### src/rtl/pf2i_pkg.sv
package pf2i_pkg;

  // Encoding of the rounding-control input.
  typedef enum logic [1:0] {
    RC_NEAREST = 2'b00,
    RC_DOWN    = 2'b01,
    RC_UP      = 2'b10,
    RC_ZERO    = 2'b11
  } roundSel_e;

  // One-hot strobes from the control module to every lane.
  typedef struct packed {
    logic nearest;
    logic down;
    logic up;
    logic zero;
  } roundStrobe_t;

endpackage

### src/rtl/pf2i_ctrl.sv
module pf2i_ctrl
  import pf2i_pkg::*;
(
  input  logic [1:0]   roundMode,
  output roundStrobe_t strobe
);

  always_comb begin
    strobe = '0;
    case (roundSel_e'(roundMode))
      RC_NEAREST: strobe.nearest = 1'b1;
      RC_DOWN:    strobe.down    = 1'b1;
      RC_UP:      strobe.up      = 1'b1;
      RC_ZERO:    strobe.zero    = 1'b1;
      default:    strobe.zero    = 1'b1;
    endcase
  end

endmodule

### src/rtl/pf2i_lane.sv
module pf2i_lane
  import pf2i_pkg::*;
#(
  parameter int EXP_W = 8,
  parameter int MAN_W = 23,
  parameter int INT_W = 32
) (
  input  logic [EXP_W+MAN_W:0] fpIn,
  input  roundStrobe_t         strobe,
  output logic [INT_W-1:0]     intOut,
  output logic                 laneInvalid,
  output logic                 laneInexact
);

  localparam int FP_W   = 1 + EXP_W + MAN_W;
  localparam int SIG_W  = MAN_W + 1;
  localparam int FRAC_W = MAN_W + 3;
  localparam int EXT_W  = SIG_W + FRAC_W;
  localparam int E_W    = EXP_W + 2;
  localparam int MAG_W  = INT_W + 1;
  localparam int BIAS   = (1 << (EXP_W - 1)) - 1;
  localparam int ZERO_E = BIAS + MAN_W;      // exponent where the ulp is 1
  localparam int OVF_E  = BIAS + INT_W - 1;  // exponent where |x| >= 2^(INT_W-1)

  localparam logic [E_W-1:0]   ZERO_EV = E_W'(ZERO_E);
  localparam logic [E_W-1:0]   OVF_EV  = E_W'(OVF_E);
  localparam logic [E_W-1:0]   FRAC_V  = E_W'(FRAC_W);
  localparam logic [MAG_W-1:0] POS_LIM = MAG_W'((64'd1 << (INT_W - 1)) - 64'd1);
  localparam logic [MAG_W-1:0] NEG_LIM = MAG_W'(64'd1 << (INT_W - 1));
  localparam logic [INT_W-1:0] INDEF   = {1'b1, {(INT_W-1){1'b0}}};

  logic             signBit;
  logic [EXP_W-1:0] expF;
  logic [MAN_W-1:0] manF;
  logic [SIG_W-1:0] sig;
  logic [E_W-1:0]   effExp;
  logic [E_W-1:0]   leftAmt;
  logic [E_W-1:0]   rightAmt;
  logic             isSpecial;
  logic             bigPath;
  logic             hugeExp;
  logic [EXT_W-1:0] ext;
  logic [SIG_W-1:0] intPart;
  logic             guardBit;
  logic             stickyBit;
  logic             roundInc;
  logic [MAG_W-1:0] mag;
  logic             rangeErr;

  // Field split and alignment.
  always_comb begin
    signBit   = fpIn[FP_W-1];
    expF      = fpIn[FP_W-2:MAN_W];
    manF      = fpIn[MAN_W-1:0];
    sig       = {|expF, manF};
    effExp    = (expF == '0) ? E_W'(1) : E_W'(expF);
    isSpecial = &expF;
    bigPath   = effExp >= ZERO_EV;
    hugeExp   = effExp >= OVF_EV;
    leftAmt   = effExp - ZERO_EV;
    rightAmt  = ZERO_EV - effExp;
    ext       = {sig, {FRAC_W{1'b0}}} >> rightAmt;
  end

  // Integer part, guard and sticky for values with a fractional part.
  always_comb begin
    intPart   = '0;
    guardBit  = 1'b0;
    stickyBit = 1'b0;
    if (!bigPath) begin
      if (rightAmt <= FRAC_V) begin
        intPart   = ext[EXT_W-1:FRAC_W];
        guardBit  = ext[FRAC_W-1];
        stickyBit = |ext[FRAC_W-2:0];
      end else begin
        stickyBit = |sig;
      end
    end
  end

  // Rounding increment chosen by the strobes.
  always_comb begin
    roundInc = (strobe.nearest & guardBit & (stickyBit | intPart[0]))
             | (strobe.down & signBit & (guardBit | stickyBit))
             | (strobe.up & ~signBit & (guardBit | stickyBit));
  end

  // Magnitude, range test and final encoding.
  always_comb begin
    if (bigPath) mag = MAG_W'(sig) << leftAmt;
    else         mag = MAG_W'(intPart) + MAG_W'(roundInc);

    if (hugeExp)
      rangeErr = !(signBit && (effExp == OVF_EV) && (manF == '0));
    else
      rangeErr = mag > (signBit ? NEG_LIM : POS_LIM);

    laneInvalid = isSpecial | rangeErr;
    laneInexact = ~laneInvalid & (guardBit | stickyBit);

    if (laneInvalid)  intOut = INDEF;
    else if (signBit) intOut = -mag[INT_W-1:0];
    else              intOut = mag[INT_W-1:0];
  end

endmodule

### src/rtl/pf2i_datapath.sv
module pf2i_datapath
  import pf2i_pkg::*;
#(
  parameter int LANES   = 2,
  parameter int EXP_W   = 8,
  parameter int MAN_W   = 23,
  parameter int INT_W   = 32,
  parameter bit OUT_REG = 1'b1
) (
  input  logic                           clk,
  input  logic                           rst_n,
  input  logic [LANES*(1+EXP_W+MAN_W)-1:0] srcLanes,
  input  roundStrobe_t                   strobe,
  output logic [LANES*INT_W-1:0]         result,
  output logic                           flagInvalid,
  output logic                           flagInexact
);

  localparam int FP_W = 1 + EXP_W + MAN_W;

  logic [LANES*INT_W-1:0] laneRes;
  logic [LANES-1:0]       laneInv;
  logic [LANES-1:0]       laneInx;
  logic                   anyInv;
  logic                   anyInx;

  for (genvar g = 0; g < LANES; g++) begin : gLane
    pf2i_lane #(
      .EXP_W(EXP_W),
      .MAN_W(MAN_W),
      .INT_W(INT_W)
    ) uLane (
      .fpIn       (srcLanes[g*FP_W +: FP_W]),
      .strobe     (strobe),
      .intOut     (laneRes[g*INT_W +: INT_W]),
      .laneInvalid(laneInv[g]),
      .laneInexact(laneInx[g])
    );
  end

  assign anyInv = |laneInv;
  assign anyInx = |laneInx;

  if (OUT_REG) begin : gReg
    always_ff @(posedge clk or negedge rst_n) begin
      if (!rst_n) begin
        result      <= '0;
        flagInvalid <= 1'b0;
        flagInexact <= 1'b0;
      end else begin
        result      <= laneRes;
        flagInvalid <= anyInv;
        flagInexact <= anyInx;
      end
    end
  end else begin : gComb
    assign result      = laneRes;
    assign flagInvalid = anyInv;
    assign flagInexact = anyInx;
  end

endmodule

### src/rtl/pf2i_top.sv
module pf2i_top
  import pf2i_pkg::*;
#(
  parameter int SRC_W   = 128,
  parameter int LANES   = 2,
  parameter int EXP_W   = 8,
  parameter int MAN_W   = 23,
  parameter int INT_W   = 32,
  parameter bit OUT_REG = 1'b1
) (
  input  logic                   clk,
  input  logic                   rst_n,
  input  logic [SRC_W-1:0]       srcOperand,
  input  logic [1:0]             roundMode,
  output logic [LANES*INT_W-1:0] result,
  output logic                   flagInvalid,
  output logic                   flagInexact
);

  localparam int FP_W   = 1 + EXP_W + MAN_W;
  localparam int USED_W = LANES * FP_W;

  roundStrobe_t strobe;

  pf2i_ctrl uCtrl (
    .roundMode(roundMode),
    .strobe   (strobe)
  );

  pf2i_datapath #(
    .LANES  (LANES),
    .EXP_W  (EXP_W),
    .MAN_W  (MAN_W),
    .INT_W  (INT_W),
    .OUT_REG(OUT_REG)
  ) uData (
    .clk        (clk),
    .rst_n      (rst_n),
    .srcLanes   (srcOperand[USED_W-1:0]),
    .strobe     (strobe),
    .result     (result),
    .flagInvalid(flagInvalid),
    .flagInexact(flagInexact)
  );

  if (SRC_W > USED_W) begin : gHigh
    logic unusedHighBits;
    assign unusedHighBits = ^srcOperand[SRC_W-1:USED_W];
  end

endmodule

### config.mk
export PLATFORM = sky130hd
export DESIGN_NAME = pf2i_top
export DESIGN_NICKNAME = d
export VERILOG_FILES = /design/src/rtl/pf2i_pkg.sv /design/src/rtl/pf2i_ctrl.sv /design/src/rtl/pf2i_lane.sv /design/src/rtl/pf2i_datapath.sv /design/src/rtl/pf2i_top.sv
export SDC_FILE = /design/constraint.sdc
export NUM_CORES = 1
export LEC_CHECK = 0
export BUFFER_PORTS_ARGS = -buffer_cell sky130_fd_sc_hd__buf_2
export CORE_ASPECT_RATIO = 1.4
export CORE_MARGIN = 2
export CORE_UTILIZATION = 50
export DETAILED_ROUTE_END_ITERATION = 8
export GPL_TIMING_DRIVEN = 0
export PLACE_DENSITY = 0.82
export SETUP_SLACK_MARGIN = 0.1
export SLEW_MARGIN = 10
export SYNTH_ARGS = -nofsm -noshare
export SYNTH_HDL_FRONTEND = slang
export SYNTH_SLANG_ARGS = --single-unit
### constraint.sdc
create_clock -name clk -period 0.8 [get_ports clk]
set_input_delay 0.04 -clock clk [delete_from_list [all_inputs] [get_ports clk]]
set_output_delay 0.04 -clock clk [all_outputs]
set_load 0.01 [all_outputs]
==> results of run 1 <==
-- synth_stat cells, types with 18 or more instances --
cell / number
mux4_2: 41
nor3_1: 71
a21oi_1: 140
nand3_1: 73
ha_1: 74
nor4_1: 51
and2_1: 21
nand4_1: 39
a22oi_1: 21
and3_1: 33
xnor2_1: 38
a31oi_1: 34
dfrtp_1: 66
a211oi_1: 64
a21o_1: 23
mux2i_1: 53
or3_1: 21
a32oi_1: 21
nand2_1: 206
o21ai_0: 98
nor2b_1: 32
clkbuf_1: 119
o211a_1: 18
nor2_1: 234
inv_1: 39
buf_2: 28
o211ai_1: 21
nand2b_1: 31
xor2_1: 47
buf_1: 19
o31ai_1: 35
-- stage by stage --
stage | setup slack, ps | TNS [ps]
after CTS | -6650 | -418300
after global placement | -8848 | -598000
after detailed placement | -8927 | -570720
after floorplan | -6339 | -397540
-- logic make-up after synthesis --
logic type,Yosys count,share of synthesized area [%]
simple gates,901,29.32
buf+inv,221,5.879
mux,109,10.39
xor+xnor,85,4.746
fa+ha+maj,74,5.903
compound gates,718,33.23
flops,66,10.53
-- per-layer routing --
layer | overflow | track usage, %
met1 | 0 | 56.35
met2 | 3 | 89.92
met5 | 0 | 6.994
met4 | 1 | 66.72
met3 | 0 | 33.55
-- timing repair --
action                                  in CTS
gates resized for setup                    373
setup buffers                              121
endpoints found under the setup margin     132
pin swaps                                  116
endpoints found under the hold margin       66
gates cloned                                 9
==> flow_summary.ini, run 1 <==
[outcome]
status = stopped before the end
stop_stage = global routing
error = [ERROR GRT-0116] Global routing finished with congestion. Check the congestion regions in the DRC Viewer.

[cts]
cts.sinks = 66
numCtsBuffers = 9
htree_levels = 3
clock_path_buffers = 2
cts-root-buf = clkbuf_16

[die]
initial_core_util_pct = 50.91
ios = 198
fp.dieH_um = 213.6
chipWidth_um = 153.7
rows = 76

[synth]
synth_largest_area_cell = dfrtp_1
synthTopCellsByArea = dfrtp_1, ha_1, mux4_2
synth_top_area_share_pct = 10.53
ys_ff_latch = 66
synthArstFlopShare_pct = 100.0
syn_area_um2 = 15690
synth_warnings = 0
ys.flop_type = dfrtp_1
syn_area_per_cell_um2 = 7.215
synth_seq_area_share_pct = 10.53
synthesis.nets = 2380
synth_cells = 2174
synth_edf_count = 0
ys_types = 109

[placed_design]
place_area_um2 = 17260
gp_congestion = 1.149
hpwl_um = 67030
portBuffers = 120
dpl.cell_count = 2684

[global_routing]
grt_remaining_overflow = 4
grt.total_usage_pct = 60.90
grt_max_degree = 67
grt_pass1_wl_um = 152000
grt_pass1_vias = 23670
==> inputs of run 2 (changes only) <==
--- a/config.mk
+++ b/config.mk
@@ -6,13 +6,11 @@
 export NUM_CORES = 1
 export LEC_CHECK = 0
 export BUFFER_PORTS_ARGS = -buffer_cell sky130_fd_sc_hd__buf_2
-export CORE_ASPECT_RATIO = 1.4
 export CORE_MARGIN = 2
-export CORE_UTILIZATION = 50
+export CORE_UTILIZATION = 35
 export DETAILED_ROUTE_END_ITERATION = 8
 export GPL_TIMING_DRIVEN = 0
-export PLACE_DENSITY = 0.82
-export SETUP_SLACK_MARGIN = 0.1
+export PLACE_DENSITY_LB_ADDON = 0.15
 export SLEW_MARGIN = 10
 export SYNTH_ARGS = -nofsm -noshare
 export SYNTH_HDL_FRONTEND = slang
==> run 2 against run 1 <==
The flow now finishes, with violations (negative hold slack, negative setup slack). Area after synthesis unchanged. Synthesized cell count unchanged.
==> flow_summary.ini, run 2 <==
[power_and_ir_drop]
power_frac_clock_pct = 18.1
total_power_mw = 25.71
power_density_nw_per_um2 = 1169
p_leak_nw = 9.037
switching_share_pct = 47.19
power_frac_seq_pct = 15.3
p_comb_share_pct = 66.6
p_switching_mw = 12.13
intPower_mw = 13.58
vdd_ir_drop_max_v = 0.001103

[timing]
max_slew_margin_pct = 11.49
finalCritPeriodShare_pct = 932.1
final.setup.tns_ps = -427140
min_period_ps = 7457
slew_violations = 0
rsz0062_at_grt = true
max_freq_ghz = 0.1341
setup_viol = 132
finalHoldViolations = 66
holdWs_ps = -203.3
final.setup.worst_slack_ps = -6657
tightest_slew_ps = 1319

[finish]
largest_reg_flops = 64
drive_gt1_share_pct = 32.67
reg_top3 = uData.result x64, uData.flagInexact x1, uData.flagInvalid x1
final_nets = 2705
layout_common_cells = nand2_1, buf_4, nor2_1, buf_2, a21oi_1
antenna_cells = 0
post-route-cell-area_um2 = 21990
area_delta_synth_final_pct = 40.20
mostFrequentLayoutCell = nand2_1
final_cells = 3096
post-route-util_pct = 49.73
regMostFlops = uData.result

[synth]
yosysMostFrequentCell = nor2_1
synth_cells = 2174
ys.flop_type = dfrtp_1
syn_area_um2 = 15690
synthArstFlopShare_pct = 100.0
synth_edf_count = 0
synth_warnings = 0
synth_top_area_share_pct = 10.53
synthTopCellsByArea = dfrtp_1, ha_1, mux4_2
yosys-top-cells-count = nor2_1, nand2_1, a21oi_1
ys_ff_latch = 66
synth_seq_area_share_pct = 10.53
synthesis.nets = 2380
syn_area_per_cell_um2 = 7.215
ys_types = 109
synth_largest_area_cell = dfrtp_1

[outcome]
status = finished, violations left
violations = negative hold slack, negative setup slack

[global_routing]
grt.total_usage_pct = 33.88
use_met1_pct = 41.45
grt_pass1_wl_um = 122200
grt_remaining_overflow = 0
use_met2_pct = 57.78
top_usage_layer = met2
grt_max_degree = 67
antenna_found_initial = 1
grt_util_met3_pct = 4.581
grt_pass1_vias = 19680

[critical_path]
slowest_stage = clkbuf_1
worstSetupEndpointType = flop
cp.arrival_ps = 7650
cp_max_fo = 10
criticalPathCategory = in2reg
cp-start-kind = input port
cp_top_family = compound AO/OA/AOI/OAI gates
path_buf_inv = 10
slowest_delay_ps = 650
critPathRequiredTime_ps = 990

[detailed_routing]
drc = 0
vias = 20900
dr.first_iter.drc_count = 2433
routed_wl_um = 83380
dr.pass1.iters = 6
via_per_inst = 6.752
drtAntennaViolNets = 0
drt-wirelength-per-cell_um = 26.93

[placed_design]
dpl.cell_count = 2887
place_area_um2 = 17530
portBuffers = 120
gp_congestion = 1.016
hpwl_um = 62550

[cts]
cts-root-buf = clkbuf_16
clock_path_buffers = 2
cts.sinks = 66
htree_levels = 3
clk_pin_slew_worst_paths_ps = 50
cts_tree = yes
numCtsBuffers = 9

[die]
chipWidth_um = 215.7
initial_core_util_pct = 35.47
rows = 77
fp.dieH_um = 215.7
ios = 198
core_um2 = 44220
design.die.area_um2 = 46520

[job]
cap_violations = 0

[hold_path]
hp-class = in2async
## run 2: area by class of cell
| cell class | instances | area (um^2) |
|---|---|---|
| flip-flops and latches | 66 | 1652 |
| inverters | 44 | 180.2 |
| repair buffers | 317 | 2341 |
| clock buffers | 12 | 256.5 |
| fillers | 4369 | 22230 |
| plain buffers | 172 | 1510 |
| clock inverters | 4 | 97.59 |
| well taps | 592 | 740.7 |
| multi-input cells | 1889 | 15210 |
## run 2: power groups by stage
stage,clock (mW),combinational [mW],sequential (mW)
after CTS,4.74,15.1,3.93
after floorplan,0,8.31,4.23
after global routing,4.90,17.9,3.96
after detailed placement,0,13.0,3.98
final,4.65,17.1,3.93
after global placement,0,13.1,3.97
## run 2: per-stage QoR
stage               setup WS, ps  hold WS, ps
detailed placement         -8619        187.2
finish                     -6657       -203.3
global placement           -8703        439.7
floorplan                  -6339       -255.6
CTS                        -6475       -177.6
global route               -6876       -132.0
## run 2: worst paths after layout
check                               start                    endpoint  slack [ps]  cells after the start
max                        srcOperand[56]  uData.result[32]$_DFF_PN0_       -6660                     39
min in group clk           srcOperand[59]  uData.result[48]$_DFF_PN0_         500                      5
min                                 rst_n  uData.result[16]$_DFF_PN0_        -200                      1
max in group asynchronous           rst_n  uData.result[52]$_DFF_PN0_         460                      1
## run 2: kinds of logic (layout without fill, tap and decap cells)
group / count (synthesis) / count (layout) / synth area share, %
mux: 109 / 109 / 10.39
flops: 66 / 66 / 10.53
simple gates: 901 / 902 / 29.32
xor+xnor: 85 / 85 / 4.746
compound gates: 718 / 719 / 33.23
fa+ha+maj: 74 / 74 / 5.903
buf+inv: 221 / 549 / 5.879
## run 2: repair_timing
item | CTS | global route
pin swaps | 113 | 96
setup endpoints to repair | 132 | 132
setup buffers | 123 | 68
endpoints found under the hold margin | 66 | 66
resized for setup | 344 | 221
gates cloned | 7 | 6
## run 2: metal layers
metal | wire length (um) | vias to the layer above
met5 | 0 | -
met4 | 5879 | 0
met3 | 6672 | 359
met2 | 38940 | 1313
met1 | 31890 | 10120
li1 | - | 9109
Power figures use the tool's default switching activity.
==> inputs of run 3 (changes only) <==
--- a/config.mk
+++ b/config.mk
@@ -5,6 +5,7 @@
 export SDC_FILE = /design/constraint.sdc
 export NUM_CORES = 1
 export LEC_CHECK = 0
+export ABC_AREA = 1
 export BUFFER_PORTS_ARGS = -buffer_cell sky130_fd_sc_hd__buf_2
 export CORE_MARGIN = 2
 export CORE_UTILIZATION = 35
==> run 3 against run 2 <==
The flow finishes with violations (negative setup slack). Non-clock buffer count is 68 lower. Final cell count is 19% higher. Critical path depth is 14 higher. Flip-flop and latch count stayed put. First-iteration DRC count is 44% lower. Largest cell class unchanged. Highest routed layer unchanged.
==> flow_summary.ini, run 3 <==
[global_routing]
grt.total_usage_pct = 28.70
grt_max_degree = 67
grt_pass1_vias = 19780
antenna_found_initial = 0
grt_remaining_overflow = 0
grt_pass1_wl_um = 103600

[finish]
reg_top3 = uData.result x64, uData.flagInexact x1, uData.flagInvalid x1
final_nets = 3296
area_delta_synth_final_pct = 34.81
antenna_cells = 0
post-route-cell-area_um2 = 20550
mostFrequentLayoutCell = nand2_1
layout_common_cells = nand2_1, nand3_1, nor2_1, inv_1, o21ai_0
drive_gt1_share_pct = 28.73
largest_reg_flops = 64
regMostFlops = uData.result

[detailed_routing]
drtAntennaViolNets = 0
vias = 20250
dr.pass1.iters = 6
via_per_inst = 5.503
routed_wl_um = 66580
dr.first_iter.drc_count = 1358
drc = 0
drt-wirelength-per-cell_um = 18.10

[critical_path]
critPathRequiredTime_ps = 1020
worstSetupEndpointType = flop
cpMostUsedCell = buf_4
cp-start-kind = input port
slowest_delay_ps = 410
slowest_stage = a2111o_1
cp_max_fo = 5
cp.arrival_ps = 6640
criticalPathCategory = in2reg
cp-startpoint = srcOperand[24]

[synth]
ys_types = 67
synth_largest_area_cell = nand2_1
syn_area_um2 = 15250
yosysMostFrequentCell = nand2_1
ys.flop_type = dfrtp_1
synthesis.nets = 2986
synth_warnings = 0
synth_edf_count = 0
synthTopCellsByArea = nand2_1, nand3_1, dfrtp_1
syn_area_per_cell_um2 = 5.485
yosys-top-cells-count = nand2_1, nand3_1, nor2_1
synth_cells = 2780
synth_seq_area_share_pct = 10.83
ys_ff_latch = 66
synthArstFlopShare_pct = 100.0
synth_top_area_share_pct = 18.59

[timing]
finalCritPeriodShare_pct = 802.1
max_slew_margin_pct = 44.50
tightest_slew_ps = 832.5
max_freq_ghz = 0.1558
rsz0062_at_grt = true
final.setup.worst_slack_ps = -5617
slew_violations = 0
setup_viol = 132
finalHoldViolations = 0
min_period_ps = 6417

[power_and_ir_drop]
intPower_mw = 11.65
power_frac_clock_pct = 17.8
p_comb_share_pct = 64.6
vdd_ir_drop_max_v = 0.001044
p_switching_mw = 10.69
power_frac_seq_pct = 17.6
switching_share_pct = 47.84
total_power_mw = 22.34
power_density_nw_per_um2 = 1087
p_leak_nw = 10.04

[cts]
htree_levels = 3
numCtsBuffers = 9
clk_pin_slew_worst_paths_ps = 50
cts.sinks = 66
cts-root-buf = clkbuf_16
clock_path_buffers = 2
cts_tree = yes

[placed_design]
gp_congestion = 0.9461
hpwl_um = 52040
portBuffers = 132
place_area_um2 = 17220

[die]
initial_core_util_pct = 35.40
fp.dieH_um = 212.7
ios = 198
design.die.area_um2 = 45250
core_um2 = 43080
rows = 76
chipWidth_um = 212.7

[job]
cap_violations = 0

[outcome]
violations = negative setup slack
status = finished, violations left

[hold_path]
hp-class = in2async
[run 3: power groups by stage]
stage | combinational [mW] | sequential (mW) | clock (mW)
final | 14.4 | 3.93 | 3.98
after detailed placement | 11.5 | 3.97 | 0
after global placement | 11.5 | 3.97 | 0
after CTS | 13.2 | 3.93 | 4.10
after global routing | 15.7 | 3.98 | 4.23
after floorplan | 7.72 | 4.23 | 0
[run 3: worst max path at each step]
stage / endpoint / slack (ps) / depth (start not counted)
after floorplan: uData.result[14]$_DFF_PN0_ / -4990 / 55
after global placement: uData.result[15]$_DFF_PN0_ / -6900 / 51
after detailed placement: uData.result[16]$_DFF_PN0_ / -6940 / 52
after CTS: uData.result[47]$_DFF_PN0_ / -5350 / 58
after global routing: uData.result[44]$_DFF_PN0_ / -5910 / 54
final: uData.flagInexact$_DFF_PN0_ / -5620 / 53
[run 3: worst max-delay path: cells and delay by family]
kind	cells	cell delay, ps
AOI/OAI and AO/OA	2	540
adders and majority gates	1	150
buffers and inverters	35	4160
and+or+nand+nor	15	1720
[run 3: timing repair]
| action | 4_1_cts | 5_1_grt |
|---|---|---|
| hold endpoints to repair | 66 | 0 |
| setup endpoints to repair | 132 | 132 |
| buffers inserted | 127 | 31 |
| hold buffers | 1 | 0 |
| cloned | 7 | 4 |
| gates resized for setup | 251 | 178 |
| pin swaps | 90 | 60 |
[run 3: layout make-up]
class,count,area [um^2]
Clock buffer,13,270.3
Buffer,123,937.1
Sequential cell,66,1652
Timing Repair Buffer,298,2221
Tap cell,585,732.0
Multi-Input combinational cell,2280,13430
Timing Repair inverter,1,6.256
Fill cell,4704,22520
Inverter,311,1276
Clock inverter,2,35.03
[run 3: logic make-up (layout without fill, tap and decap cells)]
| family | after synthesis | in the layout | share of synthesized area [%] |
|---|---|---|---|
| and+or+nand+nor | 1732 | 1734 | 53.64 |
| AOI/OAI and AO/OA | 448 | 448 | 16.36 |
| buffers and inverters | 436 | 748 | 11.64 |
| adders and majority gates | 74 | 74 | 6.073 |
| DFF | 66 | 66 | 10.83 |
| xor gates and xnor gates | 14 | 14 | 0.8042 |
| muxes | 10 | 10 | 0.6565 |
[run 3: per-layer routing]
layer,track usage (%),routed length [um],vias up
met1,33.99,27240,9578
met2,54.21,34340,605
met5,0,0,-
met4,8.946,2097,0
li1,-,-,9938
met3,2.603,2898,125
[run 3: stage by stage]
step / hold slack, ps / cells / util (%) / TNS [ps] / setup slack [ps]
after detailed placement: 59.84 / 3498 / 39.97 / -442700 / -6937
after global placement: 439.8 / 3497 / 39.90 / -478700 / -6904
after floorplan: -255.6 / 2780 / - / -322890 / -4990
after CTS: 244.6 / 3646 / 45.45 / -352780 / -5354
final: 242.4 / 3679 / 47.72 / -360250 / -5617
after global routing: 275.6 / 3679 / 47.72 / -386740 / -5913
==> inputs of run 4 (changes only) <==
--- a/config.mk
+++ b/config.mk
@@ -15,4 +15,5 @@
 export SLEW_MARGIN = 10
 export SYNTH_ARGS = -nofsm -noshare
 export SYNTH_HDL_FRONTEND = slang
+export SYNTH_HIERARCHICAL = 1
 export SYNTH_SLANG_ARGS = --single-unit
==> run 4 against run 3 <==
The run ends with negative hold slack, negative setup slack left. Via count shrank 0.81%. Synthesized cell count fell by 1.5%. Core utilization is 1.4 points lower. Largest power group unchanged. Hold slack got worse by 470 ps. Critical endpoint is now uData/result[4]$_DFF_PN0_. Critical path type unchanged. Power fell by 3.3%.
==> flow_summary.ini, run 4 <==
[detailed_routing]
drt-wirelength-per-cell_um = 18.76
dr.pass1.iters = 6
routed_wl_um = 66410
drtAntennaViolNets = 0
drc = 0
vias = 20080
via_per_inst = 5.673
dr.first_iter.drc_count = 1721

[placed_design]
pre_cts_ws_ps = -6426
dpl.cell_count = 3409
hpwl_um = 53470
portBuffers = 131
gp_congestion = 0.9896
place_area_um2 = 16770

[synth]
syn_area_per_cell_um2 = 5.485
synth_cells = 2739
synthesis.nets = 2943
synth_warnings = 6
syn_area_um2 = 15020

[global_routing]
grt_pass1_wl_um = 102500
grt_pass1_vias = 18500
grt.total_usage_pct = 29.01
antenna_found_initial = 0
grt_remaining_overflow = 0
grt_max_degree = 67

[finish]
final_cells = 3540
post-route-util_pct = 46.32
drive_gt1_share_pct = 26.42
regMostFlops = uData/result
largest_reg_flops = 64
area_delta_synth_final_pct = 29.92
layout_common_cells = nand2_1, nand3_1, nor2_1, inv_1, buf_2
fillers = 4609
reg_top3 = uData/result x64, uData/flagInexact x1, uData/flagInvalid x1
final_nets = 3200
mostFrequentLayoutCell = nand2_1
post-route-cell-area_um2 = 19520
antenna_cells = 0

[die]
ios = 198
rows = 75
design.die.area_um2 = 44600
initial_core_util_pct = 35.66
fp.dieH_um = 211.2
core_um2 = 42130
chipWidth_um = 211.2

[cts]
cts_tree = yes
clk_pin_slew_worst_paths_ps = 50
cts-root-buf = clkbuf_16
numCtsBuffers = 9
clock_path_buffers = 2
htree_levels = 3
cts.sinks = 66

[critical_path]
worstSetupEndpointType = flop
cp-start-kind = input port
criticalPathCategory = in2reg
slowest_delay_ps = 310
cp_max_fo = 10
slowest_stage = ha_4
cpMostUsedCell = buf_4
cp.arrival_ps = 6270
critPathRequiredTime_ps = 1030

[timing]
final.setup.worst_slack_ps = -5239
setup_viol = 132
tightest_slew_ps = 1041
final.setup.tns_ps = -335710
holdWs_ps = -222.9
min_period_ps = 6039
max_freq_ghz = 0.1656
finalHoldViolations = 66
rsz0062_at_grt = true
max_slew_margin_pct = 30.60
finalCritPeriodShare_pct = 754.9
slew_violations = 0

[outcome]
violations = negative hold slack, negative setup slack
status = finished, violations left

[power_and_ir_drop]
power_density_nw_per_um2 = 1107
total_power_mw = 21.60
p_leak_nw = 9.847
vdd_ir_drop_max_v = 0.001097

[hold_path]
hp-class = in2async

[job]
cap_violations = 0
[run 4: area by class of cell]
class / instances / area (um^2) / share of cell area [%]
plain buffers: 118 / 842.1 / 4.314
repair inverters: 1 / 8.758 / 0.04487
clock inverters: 5 / 52.55 / 0.2692
repair buffers: 247 / 1800 / 9.225
flip-flops and latches: 66 / 1652 / 8.462
clock buffers: 11 / 252.7 / 1.295
inverters: 270 / 1062 / 5.443
well taps: 539 / 674.4 / 3.455
multi-input cells: 2283 / 13170 / 67.49
[run 4: what timing repair did]
action,in CTS,in global routing
gates cloned,6,0
setup endpoints to repair,132,132
pin swaps,110,66
resized for setup,252,130
hold endpoints to repair,66,66
buffers inserted,94,21
[run 4: power breakdown]
group          switching, mW  total (mW)  internal [mW]
Clock                   1.43        3.99           2.56
Combinational           8.92        13.7           4.82
Sequential             0.106        3.87           3.77
[run 4: worst paths after layout]
| path | slack, ps | endpoint | startpoint |
|---|---|---|---|
| worst min-delay path | -220 | uData/result[22]$_DFF_PN0_ | rst_n |
| worst max-delay path | -5240 | uData/result[4]$_DFF_PN0_ | srcOperand[25] |
| max in group asynchronous | 470 | uData/result[47]$_DFF_PN0_ | rst_n |
| min in group clk | 460 | uData/result[40]$_DFF_PN0_ | srcOperand[58] |
[run 4: metal layers]
metal	vias up	part of all wire (%)	GRT usage, %
met2	759	43	44.17
met4	0	2.2	8.208
met5	-	0	0
met3	93	6.3	2.081
met1	9523	49	43.52
li1	9706	-	-
[run 4: critical path, delay by kind of cell]
| family | cells | cell delay (ps) |
|---|---|---|
| compound gates | 8 | 1330 |
| fa+ha+maj | 3 | 690 |
| simple gates | 13 | 1290 |
| buf+inv | 24 | 2900 |
